### src/rtl/wdn_pkg.sv
// Shared types for the widening odd-even unit.
// Assumes a fixed 128-bit vector and a 32-bit instruction word.
package wdn_pkg;
    localparam int VLEN      = 128;
    localparam int ILEN      = 32;
    localparam int NSIZE     = 4;
    localparam int IDXW      = 5;
    localparam logic [11:0] FAMILY_TAG = 12'b0111_0000_0101;

    typedef struct packed {
        logic       legal;
        logic       sgn;
        logic       sub;
        logic [1:0] size;
    } wdn_op_t;
endpackage

### src/rtl/wdn_decode.sv
// Instruction decoder: recognises the sixteen-operation family and splits
// the function field into sign, add/subtract and width selection.
// Assumes the word is stable during the cycle; purely combinational.
module wdn_decode
    import wdn_pkg::*;
(
    input  logic [ILEN-1:0] insn,
    output wdn_op_t         op
);
    logic [1:0] grp;

    // Classify the word and unpack the function field.
    always_comb begin
        grp      = insn[19:18];
        op.legal = (insn[31:20] == FAMILY_TAG) && (grp == 2'b01 || grp == 2'b10);
        op.sgn   = (grp == 2'b01);
        op.sub   = insn[17];
        op.size  = insn[16:15];
    end

    // Immediate check: a legal decode always carries the family tag
    always_comb begin
        if (op.legal) begin

            legal_tag_chk: assert (insn[31:20] == FAMILY_TAG);
        end
    end
endmodule

### src/rtl/wdn_datapath.sv
// Lane arithmetic: for every width, pairs odd src_j elements with even
// src_k elements, extends them and adds or subtracts; then picks one width.
// Assumes element 0 sits at the least significant bits. Combinational.
module wdn_datapath
    import wdn_pkg::*;
#(
    parameter int VW = VLEN
) (
    input  logic [VW-1:0] src_j,
    input  logic [VW-1:0] src_k,
    input  logic          sgn,
    input  logic          sub,
    input  logic [1:0]    size,
    output logic [VW-1:0] res
);
    logic [VW-1:0] per_size [NSIZE];

    for (genvar s = 0; s < NSIZE; s++) begin : g_size
        localparam int EW = 8 << s;
        localparam int RW = 2 * EW;
        localparam int NL = VW / RW;
        for (genvar i = 0; i < NL; i++) begin : g_lane
            logic [EW-1:0] a_n, b_n;
            logic [RW-1:0] a_w, b_w;
            // Extend the odd/even narrow pair and combine into one lane.
            always_comb begin
                a_n = src_j[EW*(2*i+1) +: EW];
                b_n = src_k[EW*(2*i)   +: EW];
                a_w = {{EW{sgn & a_n[EW-1]}}, a_n};
                b_w = {{EW{sgn & b_n[EW-1]}}, b_n};
                per_size[s][RW*i +: RW] = sub ? (a_w - b_w) : (a_w + b_w);
            end
        end
    end

    // Select the lane set for the decoded width.
    always_comb res = per_size[size];

    // Unsigned add of two 64-bit values cannot reach bit 65
    always_comb begin
        if (!sgn && !sub && size == 2'd3) begin

            wide_uadd_range_chk: assert (res[VW-1:65] == '0);
        end
    end
endmodule

### src/rtl/wdn_oddeven_unit.sv
// Top: decodes the word, runs the lane datapath and registers the result,
// flags and index fields once per cycle. Illegal words yield a zero result.
// Assumes synchronous active-low reset; no handshake at the edge.
module wdn_oddeven_unit
    import wdn_pkg::*;
(
    input  logic             clk,
    input  logic             rst_n,
    input  logic [ILEN-1:0]  insn,
    input  logic [VLEN-1:0]  src_j,
    input  logic [VLEN-1:0]  src_k,
    output logic [VLEN-1:0]  res,
    output logic             op_ok,
    output logic             op_bad,
    output logic [IDXW-1:0]  idx_d,
    output logic [IDXW-1:0]  idx_j,
    output logic [IDXW-1:0]  idx_k
);
    wdn_op_t         op;
    logic [VLEN-1:0] lane_res;

    wdn_decode u_dec (
        .insn (insn),
        .op   (op)
    );

    wdn_datapath #(.VW(VLEN)) u_dp (
        .src_j (src_j),
        .src_k (src_k),
        .sgn   (op.sgn),
        .sub   (op.sub),
        .size  (op.size),
        .res   (lane_res)
    );

    // Output register stage with zeroing for illegal words.
    always_ff @(posedge clk) begin
        if (!rst_n) begin
            res    <= '0;
            op_ok  <= 1'b0;
            op_bad <= 1'b0;
            idx_d  <= '0;
            idx_j  <= '0;
            idx_k  <= '0;
        end else begin
            res    <= op.legal ? lane_res : '0;
            op_ok  <= op.legal;
            op_bad <= ~op.legal;
            idx_d  <= insn[4:0];
            idx_j  <= insn[9:5];
            idx_k  <= insn[14:10];
        end
    end


    flag_excl_chk: assert property (@(posedge clk) disable iff (!rst_n)
        $past(rst_n) |-> (op_ok ^ op_bad));


    bad_zero_chk: assert property (@(posedge clk) disable iff (!rst_n)
        op_bad |-> (res == '0));


    ok_tag_chk: assert property (@(posedge clk) disable iff (!rst_n)
        op_ok |-> ($past(insn[31:20]) == FAMILY_TAG));


    idx_pass_chk: assert property (@(posedge clk) disable iff (!rst_n)
        $past(rst_n) |-> (idx_d == $past(insn[4:0]) && idx_j == $past(insn[9:5])
                          && idx_k == $past(insn[14:10])));


    reset_clear_chk: assert property (@(posedge clk)
        $past(!rst_n) |-> (res == '0 && !op_ok && !op_bad));
endmodule

### config.mk
export PLATFORM = sky130hd
export DESIGN_NAME = wdn_oddeven_unit
export DESIGN_NICKNAME = d
export VERILOG_FILES = /design/src/rtl/wdn_pkg.sv /design/src/rtl/wdn_decode.sv /design/src/rtl/wdn_datapath.sv /design/src/rtl/wdn_oddeven_unit.sv
export SDC_FILE = /design/constraint.sdc
export NUM_CORES = 1
export LEC_CHECK = 0
export BUFFER_PORTS_ARGS = -buffer_cell sky130_fd_sc_hd__buf_2
export CAP_MARGIN = 40
export CORE_MARGIN = 3
export CORE_UTILIZATION = 40
export CTS_CLUSTER_DIAMETER = 100
export DETAILED_ROUTE_END_ITERATION = 12
export PLACE_DENSITY = 0.62
export SETUP_SLACK_MARGIN = 0.2
export SLEW_MARGIN = 20
export SYNTH_ARGS = -nofsm -noshare
export SYNTH_HDL_FRONTEND = slang
export SYNTH_SLANG_ARGS = --single-unit
### constraint.sdc
create_clock -name clk -period 6.27 [get_ports clk]
set_clock_uncertainty 0.2 [all_clocks]
set_input_delay 0.627 -clock clk [delete_from_list [all_inputs] [get_ports clk]]
set_output_delay 0.627 -clock clk [all_outputs]
set_load 0.05 [all_outputs]
# Word level (Yosys, flattened, before mapping)
# Cells that the tools add are included.
[op_classes]
order_cmp = 1
reduce_logical = 3
n_bitwise = 25
eq_ne = 3
addsub = 30
muxes = 18
[op_table]
columns = ["operator", "n"]
rows = [
  ["2-to-1 mux 128 bit", 3],
  ["binary-select mux 128 bit (select 2 bit)", 1],
  ["2-to-1 mux 16 bit", 8],
  ["2-to-1 mux 32 bit", 4],
  ["2-to-1 mux 64 bit", 2],
  ["adder 9 x 9 -> 10 bit", 8],
  ["subtractor 9 x 9 -> 10 bit", 8],
  ["adder 17 x 17 -> 18 bit", 4],
  ["subtractor 17 x 17 -> 18 bit", 4],
  ["adder 33 x 33 -> 34 bit", 2],
  ["subtractor 33 x 33 -> 34 bit", 2],
  ["adder 65 x 65 -> 66 bit", 1],
  ["subtractor 65 x 65 -> 66 bit", 1],
  ["bitwise AND 1 bit", 23],
  ["== test 12 x 11 -> 1 bit, second input constant", 1],
  ["greater-or-equal comparator 3 bit, second input constant", 1],
  ["NOT 2 -> 3 bit", 1],
  ["== test 2 x 1 -> 1 bit, second input constant", 1],
  ["== test 2 bit, second input constant", 1],
  ["AND reduction 2 bit", 1],
  ["logical AND 1 bit", 1],
  ["logical OR 1 bit", 1],
  ["NOT 1 bit", 1],
]
[totals]
output_inout_bits = 145
register_bits = 145
wordCells = 86

# Depth between registers and ports, before layout
# Gate-level depths: netlist of the first run.
[depth]
depth_word = 7
ltp_mapped = 24
depth_no_buf = 22

# Modules after synthesis
# A second synthesis of the first run with hierarchy kept.
[unflattened]
cells_unflattened = 3103
area_unflattened_um2 = 22998.3
[modules_own_cells]
columns = ["module", "instances", "seq_area_each_um2", "area_per_inst_um2", "cells_each"]
rows = [
  ["wdn_datapath", 1, 0.0, 18914.4, 2773],
  ["wdn_oddeven_unit", 1, 2902.8, 4000.1, 320],
  ["wdn_decode", 1, 0.0, 83.8, 10],
]

# Worst setup path after synthesis of the first run
# Ideal clock, no wire load.
[synth_timing]
path_kind = "input -> register"
from = "in insn[17]"
to = "reg res[69]"
path_stages = 20
setup_slack_ps = 194
arrival_time_ps = 5731
n_path_buf = 8
setup_time_ps = 145
path_cell_list = "clkbuf_1 > clkbuf_1 > clkbuf_1 > clkbuf_1 > clkbuf_1 > clkbuf_1 > mux2i_1 > ha_1 > nor2b_1 > o31a_1 > o31ai_1 > a31oi_1 > o2111ai_1 > a211oi_1 > and3_1 > or3_1 > buf_6 > buf_6 > a21oi_1 > a311oi_2"
[synth_between]
elab_chain_len = 4
elab_cells_between_ends = 7
classes_between = "mux: 7"
[synth_lines]
columns = ["element", "line", "text"]
rows = [
  ["from (decl)", "wdn_oddeven_unit.sv:9", "input logic [ILEN-1:0] insn,"],
  ["2-to-1 mux 128 bit (tied with other cells)", "wdn_datapath.sv:31", "per_size[s][RW*i +: RW] = sub ? (a_w - b_w) : (a_w + b_w);"],
  ["binary-select mux 128 bit (select 2 bit) *", "wdn_datapath.sv:37", "always_comb res = per_size[size];"],
  ["2-to-1 mux 128 bit (implied by the code) * (2 in a row)", "wdn_datapath.sv:37", ""],
  ["to (signal assigned)", "wdn_oddeven_unit.sv:46", "res <= op.legal ? lane_res : '0;"],
  ["to (decl)", "wdn_oddeven_unit.sv:12", "output logic [VLEN-1:0] res,"],
]
# Every way passes the cells marked *; elsewhere a longest branch is shown, timed or not. The select of a mux whose other input is x is not followed.
# A chain may end at the register's enable or synchronous reset.

# Final worst setup path of the first run
[layout_timing]
from = "in src_k[0]"
to = "reg res[82]"
[layout_between]
elab_chain_len = 5
elab_cells_between_ends = 6
classes_between = "add/sub: 2; mux: 4"
[layout_lines]
columns = ["element", "line", "text"]
rows = [
  ["from (decl)", "wdn_oddeven_unit.sv:11", "input logic [VLEN-1:0] src_k,"],
  ["adder 65 x 65 -> 66 bit / subtractor 65 x 65 -> 66 bit (equally long branches)", "wdn_datapath.sv:31", ""],
  ["2-to-1 mux 128 bit *", "wdn_datapath.sv:31", ""],
  ["binary-select mux 128 bit (select 2 bit) *", "wdn_datapath.sv:37", ""],
  ["2-to-1 mux 128 bit (implied by the code) * (2 in a row)", "wdn_datapath.sv:37", ""],
]
# Marks and branches as above.

==> Flow_metrics.wiki, run 1 <==
{| class="wikitable"
! Metric !! Value
|-
| Run status || finished clean
|-
| DP Area || 0.02565 mm2
|-
| DRC violation total after the first TritonRoute iteration || 2416
|-
| Pin slew with the least headroom to its limit || 0.7997 ns
|-
| Cts hold-fix bufs || 0
|-
| Share of synthesized area occupied by flip-flops and latches || 0.1240
|-
| Arrival time of the worst setup path || 5.88 ns
|-
| Width of the die || 242.9 um
|-
| Count of endpoints failing hold in the final timing report || 0
|-
| Remaining global-route overflow || 0
|-
| Fraction of the cycle the final worst path needs || 0.9083
|-
| I/O Buffers || ~420
|-
| Vias in the first global route || 23050
|-
| Number of core rows || 86
|-
| Most common library cell in the layout ignoring fill and taps || sky130_fd_sc_hd__buf_2
|-
| Post-Syn Area per Cell || 7.317 um2
|-
| Synthesized Nets || 3652
|-
| Ys flop type || sky130_fd_sc_hd__dfxtp_1
|-
| Number of CTS-inserted buffers || 17
|-
| Kind of end point of the critical path || flop
|-
| Slowest-stage cell, CP || sky130_fd_sc_hd__o21ai_0
|-
| Resized cells post-CTS || 0
|-
| Non-Filler Cell Area, Final || 0.02630 mm2
|-
| Post-Synthesis Cells || around 3000
|-
| TritonCTS clock tree || yes
|-
| Total number of vias || ~25000
|-
| Floorplan die area || 0.05898 mm2
|-
| First-pass GRT wire length || between 100000 and 150000 um
|-
| Leak || 12.08 nW
|-
| Startpoint kind of the worst setup timing path || input port
|-
| Area growth from synthesis to layout || 17.19%
|-
| HPWL after detailed placement || 76910 um
|-
| Flop and latch count out of synthesis || 139
|-
| Share of async-settable or async-resettable flops after synthesis || 0
|-
| Via/cell ratio || ~5.9
|-
| Die span in y || 242.9 um
|-
| Routability congestion estimate from global placement || 0.9681
|-
| Setup repair after global routing missed its margin || false
|-
| WL per Instance || 22.20 um
|-
| Buf+Inv Stages, Crit Path || 4
|-
| Multiplexer fraction of the synthesized cell area || 0.01422
|-
| Overall routed net length || 93830 um
|-
| Beginning of the worst hold path || insn[2]
|-
| Synthesized-area fraction occupied by and/or/nand/nor cells || 0.2086
|-
| Slew Limit Fails || 0
|-
| Count of nets after finishing || 4044
|-
| Core outline area || 0.05531 mm2
|-
| Complex-gate fraction of the synthesized area || 0.2907
|-
| Path class of the lowest-slack min-delay path || in2reg
|-
| Synth Area in Adders || 0.1695
|-
| Antenna violations before repair || 10
|-
| Number of nets with antenna violations after detailed routing || 0
|-
| Cell at the root of the clock tree || sky130_fd_sc_hd__clkbuf_16
|-
| Highest-count cells in the layout ignoring fill and taps || sky130_fd_sc_hd__buf_2, sky130_fd_sc_hd__a21oi_1, sky130_fd_sc_hd__nor2_1
|-
| Worst setup path startpoint || src_k[0]
|-
| Number of setup violations in the final report || 0
|-
| Count of H-tree levels built during CTS || 4
|-
| Cell-by-cell trace of the critical path || buf_2, inv_1, ha_1, nand3b_1, nand3b_1, nor2_1, and2_1, and4b_1, a21oi_1, buf_4, nor2_1, xor2_1, ha_1, nand2_1, o21ai_1, a21oi_1, or2_1, a31o_2, o21ai_0, nor4_2, or3_1, buf_12, o221a_1
|-
| Number of violations of the max-capacitance limit || 0
|-
| Data required time of the worst path || between 6 and 7 ns
|-
| Largest family of logic cells by synthesized area || compound AO/OA/AOI/OAI gates
|-
| Slew Limit Headroom || 0.4613
|-
| Maximum root-to-sink buffer count || 2
|-
| Global Route met1 Usage || 0.4350
|-
| Initial Utilization || 0.4057
|-
| Path type of the worst setup path || in2reg
|-
| Crit-path leading delay family || simple AND/OR/NAND/NOR gates
|-
| Remaining design rule violation count || 0
|-
| Sink Count || 139
|-
| Final total negative setup slack || 0 ns
|-
| Post-synthesis share of cell area spent on xor and xnor gates || 0.1468
|-
| I/O Pins || 435
|-
| Worst-case vdd ir drop || between 200 and 250 uV
|-
| Post-route worst hold slack || 0.1314 ns
|-
| Highest clock frequency the design can meet || 0.1756 GHz
|-
| Delay of the slowest critical-path stage || 0.65 ns
|-
| Fraction of final layout cells with drive strength greater than 1 || 0.1717
|-
| Power Density || 191.2 mW/mm2
|-
| Synth cell types || 91
|-
| Clock slew at the register clock pins of the worst setup and hold paths || 0.07 ns
|-
| Overall Global Routing Usage || 0.3064
|-
| M2 GR Usage || 0.4702
|-
| Largest net degree at the start of global routing || 75
|-
| Layer with the highest usage after global routing || met2
|-
| Largest fanout of any net on the critical path || 17
|-
| Post-layout minimum cycle time || 5.695 ns
|-
| Post-synth EDFFs || 0
|-
| Synthesized area || approximately 0.022 mm2
|-
| Setup Fix Bufs, Post-CTS || 0
|-
| First-pass detailed-route iteration total || 6
|-
| GRT met3 Usage || 0.04872
|-
| Yosys Warn Count || 0
|}
==> synth_stat cells (all sizes together), types with 37 or more instances <==
master,number,area [um2]
nor2,283,1062
a211oi,40,310.3
o21bai,37,277.8
nor3,87,450.4
a21o,112,840.8
o21ai,176,880.9
nand3,59,300.3
and2,40,250.2
a21oi,325,1634
nand2b,50,312.8
ha,280,3503
xor2,107,937.2
xnor2,269,2356
nand2,222,833.3
a31oi,74,462.9
o21a,37,277.8
inv,129,484.2
dfxtp,139,2783
or3,42,277.8
clkbuf,105,394.1
==> metal layers <==
metal / part of all wire / wire length (um)
met4: 0.029 / 2724
met2: 0.43 / 40310
met5: 0 / 0
met3: 0.088 / 8240
met1: 0.45 / 42560
==> final timing paths <==
| path | end | cells past startpoint |
|---|---|---|
| setup / recovery | res[82] | 23 |
| hold / removal | idx_d[2] | 2 |
==> metrics by stage <==
stage               total power, W  std cells    util  setup WS (ns)
finish                    0.005028       4226  0.4755         0.5748
detailed placement        0.003808       4187  0.4638         0.2103
floorplan                 0.003002       3067       -         0.2430
global placement          0.003815       4183  0.4633         0.2608
CTS                       0.004988       4218  0.4751         0.7025
global route              0.005366       4225  0.4754         0.2396
==> cell families after synthesis <==
logic type	after synthesis
buffers and inverters	263
multiplexers	23
AND/OR/NAND/NOR	955
flip-flops	139
AO/OA/AOI/OAI	1016
XOR/XNOR	376
adder cells (fa/ha/maj)	295
==> report_power, final <==
part	total, W	internal [W]	switching (W)
combinational	0.00299	0.00122	0.00176
clock	0.00115	0.000665	0.000487
sequential	0.000889	0.000888	0.000000941
==> sequential cells by signal (all words and copies together), names as in the netlist <==
signal,count
op_bad,1
res,122
idx_k,5
idx_j,5
idx_d,5
op_ok,1
==> layout make-up <==
class / count / area (um2)
fillers: 5769 / 29010
multi-input cells: 2665 / 18650
repair buffers: 506 / 2804
flip-flops and latches: 139 / 2783
well taps: 748 / 935.9
inverters: 130 / 488.0
clock buffers: 18 / 429.2
clock inverters: 13 / 192.7
diodes: 7 / 17.52
Note: power is estimated with default switching activity, not from simulation.
==> inputs of run 2 (changes only) <==
==> constraint.sdc (replaced) <==
create_clock -name clk -period 6.27 [get_ports clk]
set_clock_uncertainty 0.2 [all_clocks]
set_input_delay 1.254 -clock clk [delete_from_list [all_inputs] [get_ports clk]]
set_output_delay 1.254 -clock clk [all_outputs]
set_load 0.05 [all_outputs]
==> run 2 against run 1 <==
Largest cell class unchanged. Fmax is 3.2% lower. Die area stayed put. First-iteration DRC count is 7.5% higher. Critical path type unchanged.
==> Flow_metrics.wiki, run 2 (synthesized netlist as in run 1, its figures left out) <==
{| class="wikitable"
! Metric !! Value
|-
| Run status || finished clean
|-
| HPWL after detailed placement || 79280 um (+3.1%)
|-
| First-pass detailed-route iteration total || 6 (unchanged)
|-
| Highest clock frequency the design can meet || 0.1699 GHz (-3.2%)
|-
| Width of the die || 242.9 um (unchanged)
|-
| Sequential group share of total power || 0.172 (-0.005)
|-
| Routability congestion estimate from global placement || 1.007 (+4.0%)
|-
| Path type of the worst setup path || in2reg
|-
| Logic gate share of total power || 0.622 (+0.028)
|-
| Total number of vias || 25790 (+3.6%)
|-
| Die span in y || 242.9 um (unchanged)
|-
| Vias in the first global route || 24120 (+4.6%)
|-
| Largest net degree at the start of global routing || 85 (+13%)
|-
| Clock slew at the register clock pins of the worst setup and hold paths || 0.07 ns (about the same)
|-
| I/O Buffers || 418 (unchanged)
|-
| First-pass GRT wire length || 143200 um (+2.9%)
|-
| Power dissipated by switching net loads || 0.002337 W (+3.8%)
|-
| Overall routed net length || 95770 um (+2.1%)
|-
| Power Density || 185.4 mW/mm2 (-3.0%)
|-
| Number of CTS-inserted buffers || 17 (unchanged)
|-
| Fraction of the cycle the final worst path needs || 0.9388 (+0.03050)
|-
| Cell at the root of the clock tree || sky130_fd_sc_hd__clkbuf_16
|-
| Slew Limit Headroom || 0.4029 (-0.05838)
|-
| Count of endpoints failing hold in the final timing report || 0 (unchanged)
|-
| Initial Utilization || 0.4057 (unchanged)
|-
| Via/cell ratio || 5.814 (-1.3%)
|-
| PnR Total Power || 0.005174 W (+2.9%)
|-
| Most common library cell in the layout ignoring fill and taps || sky130_fd_sc_hd__buf_2
|-
| Cts hold-fix bufs || 0 (unchanged)
|-
| Number of nets with antenna violations after detailed routing || 0 (unchanged)
|-
| Core outline area || 0.05531 mm2 (unchanged)
|-
| Kind of end point of the critical path || flop
|-
| Leak || 13.08 nW (+8.3%)
|-
| Fraction of final layout cells with drive strength greater than 1 || 0.2225 (+0.05076)
|-
| Number of placed cells counting well taps || 4393 (+4.9%)
|-
| Post-layout minimum cycle time || 5.886 ns (+0.1913 ns)
|-
| Storage cell area || 0.002783 mm2 (unchanged)
|-
| Internal power || 0.002837 W (+2.2%)
|-
| Worst-case vdd ir drop || 256.1 uV (+6.6%)
|-
| Remaining design rule violation count || 0 (unchanged)
|-
| Highest-count cells in the layout ignoring fill and taps || sky130_fd_sc_hd__buf_2, sky130_fd_sc_hd__a21oi_1, sky130_fd_sc_hd__buf_4
|-
| Startpoint kind of the worst setup timing path || input port
|-
| Setup repair after global routing missed its margin || false
|-
| Area of the multi-input gates || 0.01873 mm2 (+0.42%)
|-
| Pin slew with the least headroom to its limit || 0.8944 ns (+0.09471 ns)
|-
| Finished Layout Cells || 4435 (+4.9%)
|-
| Antenna violations before repair || 10 (unchanged)
|-
| Count of H-tree levels built during CTS || 4 (unchanged)
|-
| Number of violations of the max-capacitance limit || 0 (unchanged)
|-
| Path class of the lowest-slack min-delay path || in2reg
|-
| I/O Pins || 435 (unchanged)
|-
| Area growth from synthesis to layout || 24.35%
|-
| Sink Count || 139 (unchanged)
|-
| DRC violation total after the first TritonRoute iteration || 2596 (+7.5%)
|-
| Worst Hold Path Cells || 2 (unchanged)
|-
| TritonCTS clock tree || yes
|-
| WL per Instance || 21.59 um (-2.7%)
|-
| Largest fanout of any net on the critical path || 17 (unchanged)
|-
| Count of nets after finishing || 4249 (+5.1%)
|-
| Number of core rows || 86 (unchanged)
|-
| Maximum root-to-sink buffer count || 2 (unchanged)
|-
| Overall Global Routing Usage || 0.3136 (+0.007264)
|-
| Clock network fraction of total power || 0.206 (-0.023)
|-
| Net switching fraction of the power || 0.4517 (+0.003931)
|-
| Number of flip-flops under the largest register name || 122 (unchanged)
|-
| FILL cells || 5651 (-2.0%)
|-
| Floorplan die area || 0.05898 mm2 (unchanged)
|-
| Destination of the worst hold path || idx_k[1]
|-
| Slew Limit Fails || 0 (unchanged)
|-
| Register ranked first by flip-flop count || res
|-
| Data required time of the worst path || 6.45 ns (about the same)
|-
| Arrival time of the worst setup path || 6.07 ns (+0.19 ns)
|-
| Number of setup violations in the final report || 0 (unchanged)
|-
| Beginning of the worst hold path || insn[11]
|-
| Remaining global-route overflow || 0 (unchanged)
|}
## run 2: how the worst max path moves through the flow
stage               startpoint       to  slack, ns  cells past startpoint
floorplan             insn[17]  res[69]       0.23                     20
global placement      src_k[0]  res[48]      -0.22                     23
detailed placement    src_k[0]  res[83]      -0.23                     25
CTS                   src_k[0]  res[83]       0.27                     25
global route          src_k[1]  res[62]       0.17                     24
finish                src_k[0]  res[83]       0.38                     22
## run 2: worst max-delay path, cell delays in order
cell and delay, ns:
sky130_fd_sc_hd__buf_2 0.10, sky130_fd_sc_hd__inv_1 0.05, sky130_fd_sc_hd__ha_1 0.21, sky130_fd_sc_hd__nand3b_1 0.17
sky130_fd_sc_hd__nand3b_1 0.32, sky130_fd_sc_hd__nor2_1 0.18, sky130_fd_sc_hd__and4b_2 0.32, sky130_fd_sc_hd__buf_4 0.16
sky130_fd_sc_hd__a31oi_1 0.13, sky130_fd_sc_hd__a21oi_1 0.25, sky130_fd_sc_hd__xor2_2 0.26, sky130_fd_sc_hd__ha_1 0.32
sky130_fd_sc_hd__a21o_1 0.19, sky130_fd_sc_hd__a21o_1 0.17, sky130_fd_sc_hd__a21o_1 0.19, sky130_fd_sc_hd__o211ai_1 0.38
sky130_fd_sc_hd__a211oi_2 0.15, sky130_fd_sc_hd__buf_4 0.18, sky130_fd_sc_hd__and3_1 0.21, sky130_fd_sc_hd__or3_1 0.40
sky130_fd_sc_hd__buf_12 0.18, sky130_fd_sc_hd__o221a_1 0.27
## run 2: layout make-up
cell class | count | area share
multi-input combinational | 2665 | 0.6711
timing repair buffer | 711 | 0.1564
sequential | 139 | 0.09972
tap | 748 | 0.03354
inverter | 130 | 0.01749
clock buffer | 19 | 0.01623
clock inverter | 13 | 0.004708
antenna | 10 | 0.0008968
## run 2: repair_timing
item,in CTS,in global routing
buffers inserted,0,0
setup endpoints to repair,0,65
hold endpoints to repair,0,0
gates resized for setup,0,16
## run 2: routing by layer
layer	part of all wire	up-vias	track usage
met1	0.45	12100	0.4391
met5	0.00019	-	0
met2	0.43	1091	0.4819
met4	0.036	2	0.1174
met3	0.085	164	0.05170
li1	-	12430	-
## run 2: through the flow
| step | area [um2] | TNS (ns) | util | setup slack (ns) | hold slack [ns] |
|---|---|---|---|---|---|
| 3_5_place_dp | 27230 | -5.305 | 0.4924 | -0.2312 | 1.265 |
| 6_report | 27900 | 0 | 0.5045 | 0.3835 | 0.7559 |
| 2_1_floorplan | 22470 | 0 | - | 0.2316 | 1.176 |
| 4_1_cts | 27820 | 0 | 0.5029 | 0.2719 | 0.7241 |
| 5_1_grt | 27890 | 0 | 0.5043 | 0.1734 | 0.7521 |
| 3_3_place_gp | 27220 | -3.381 | 0.4922 | -0.2170 | 1.259 |
## run 2: power groups by stage
stage / clock, W / combinational [W] / sequential, W
6_report: 0.00107 / 0.00322 / 0.000889
5_1_grt: 0.00112 / 0.00351 / 0.000889
3_3_place_gp: 0 / 0.00311 / 0.000909
2_1_floorplan: 0 / 0.00208 / 0.000929
4_1_cts: 0.00110 / 0.00314 / 0.000889
3_5_place_dp: 0 / 0.00312 / 0.000909
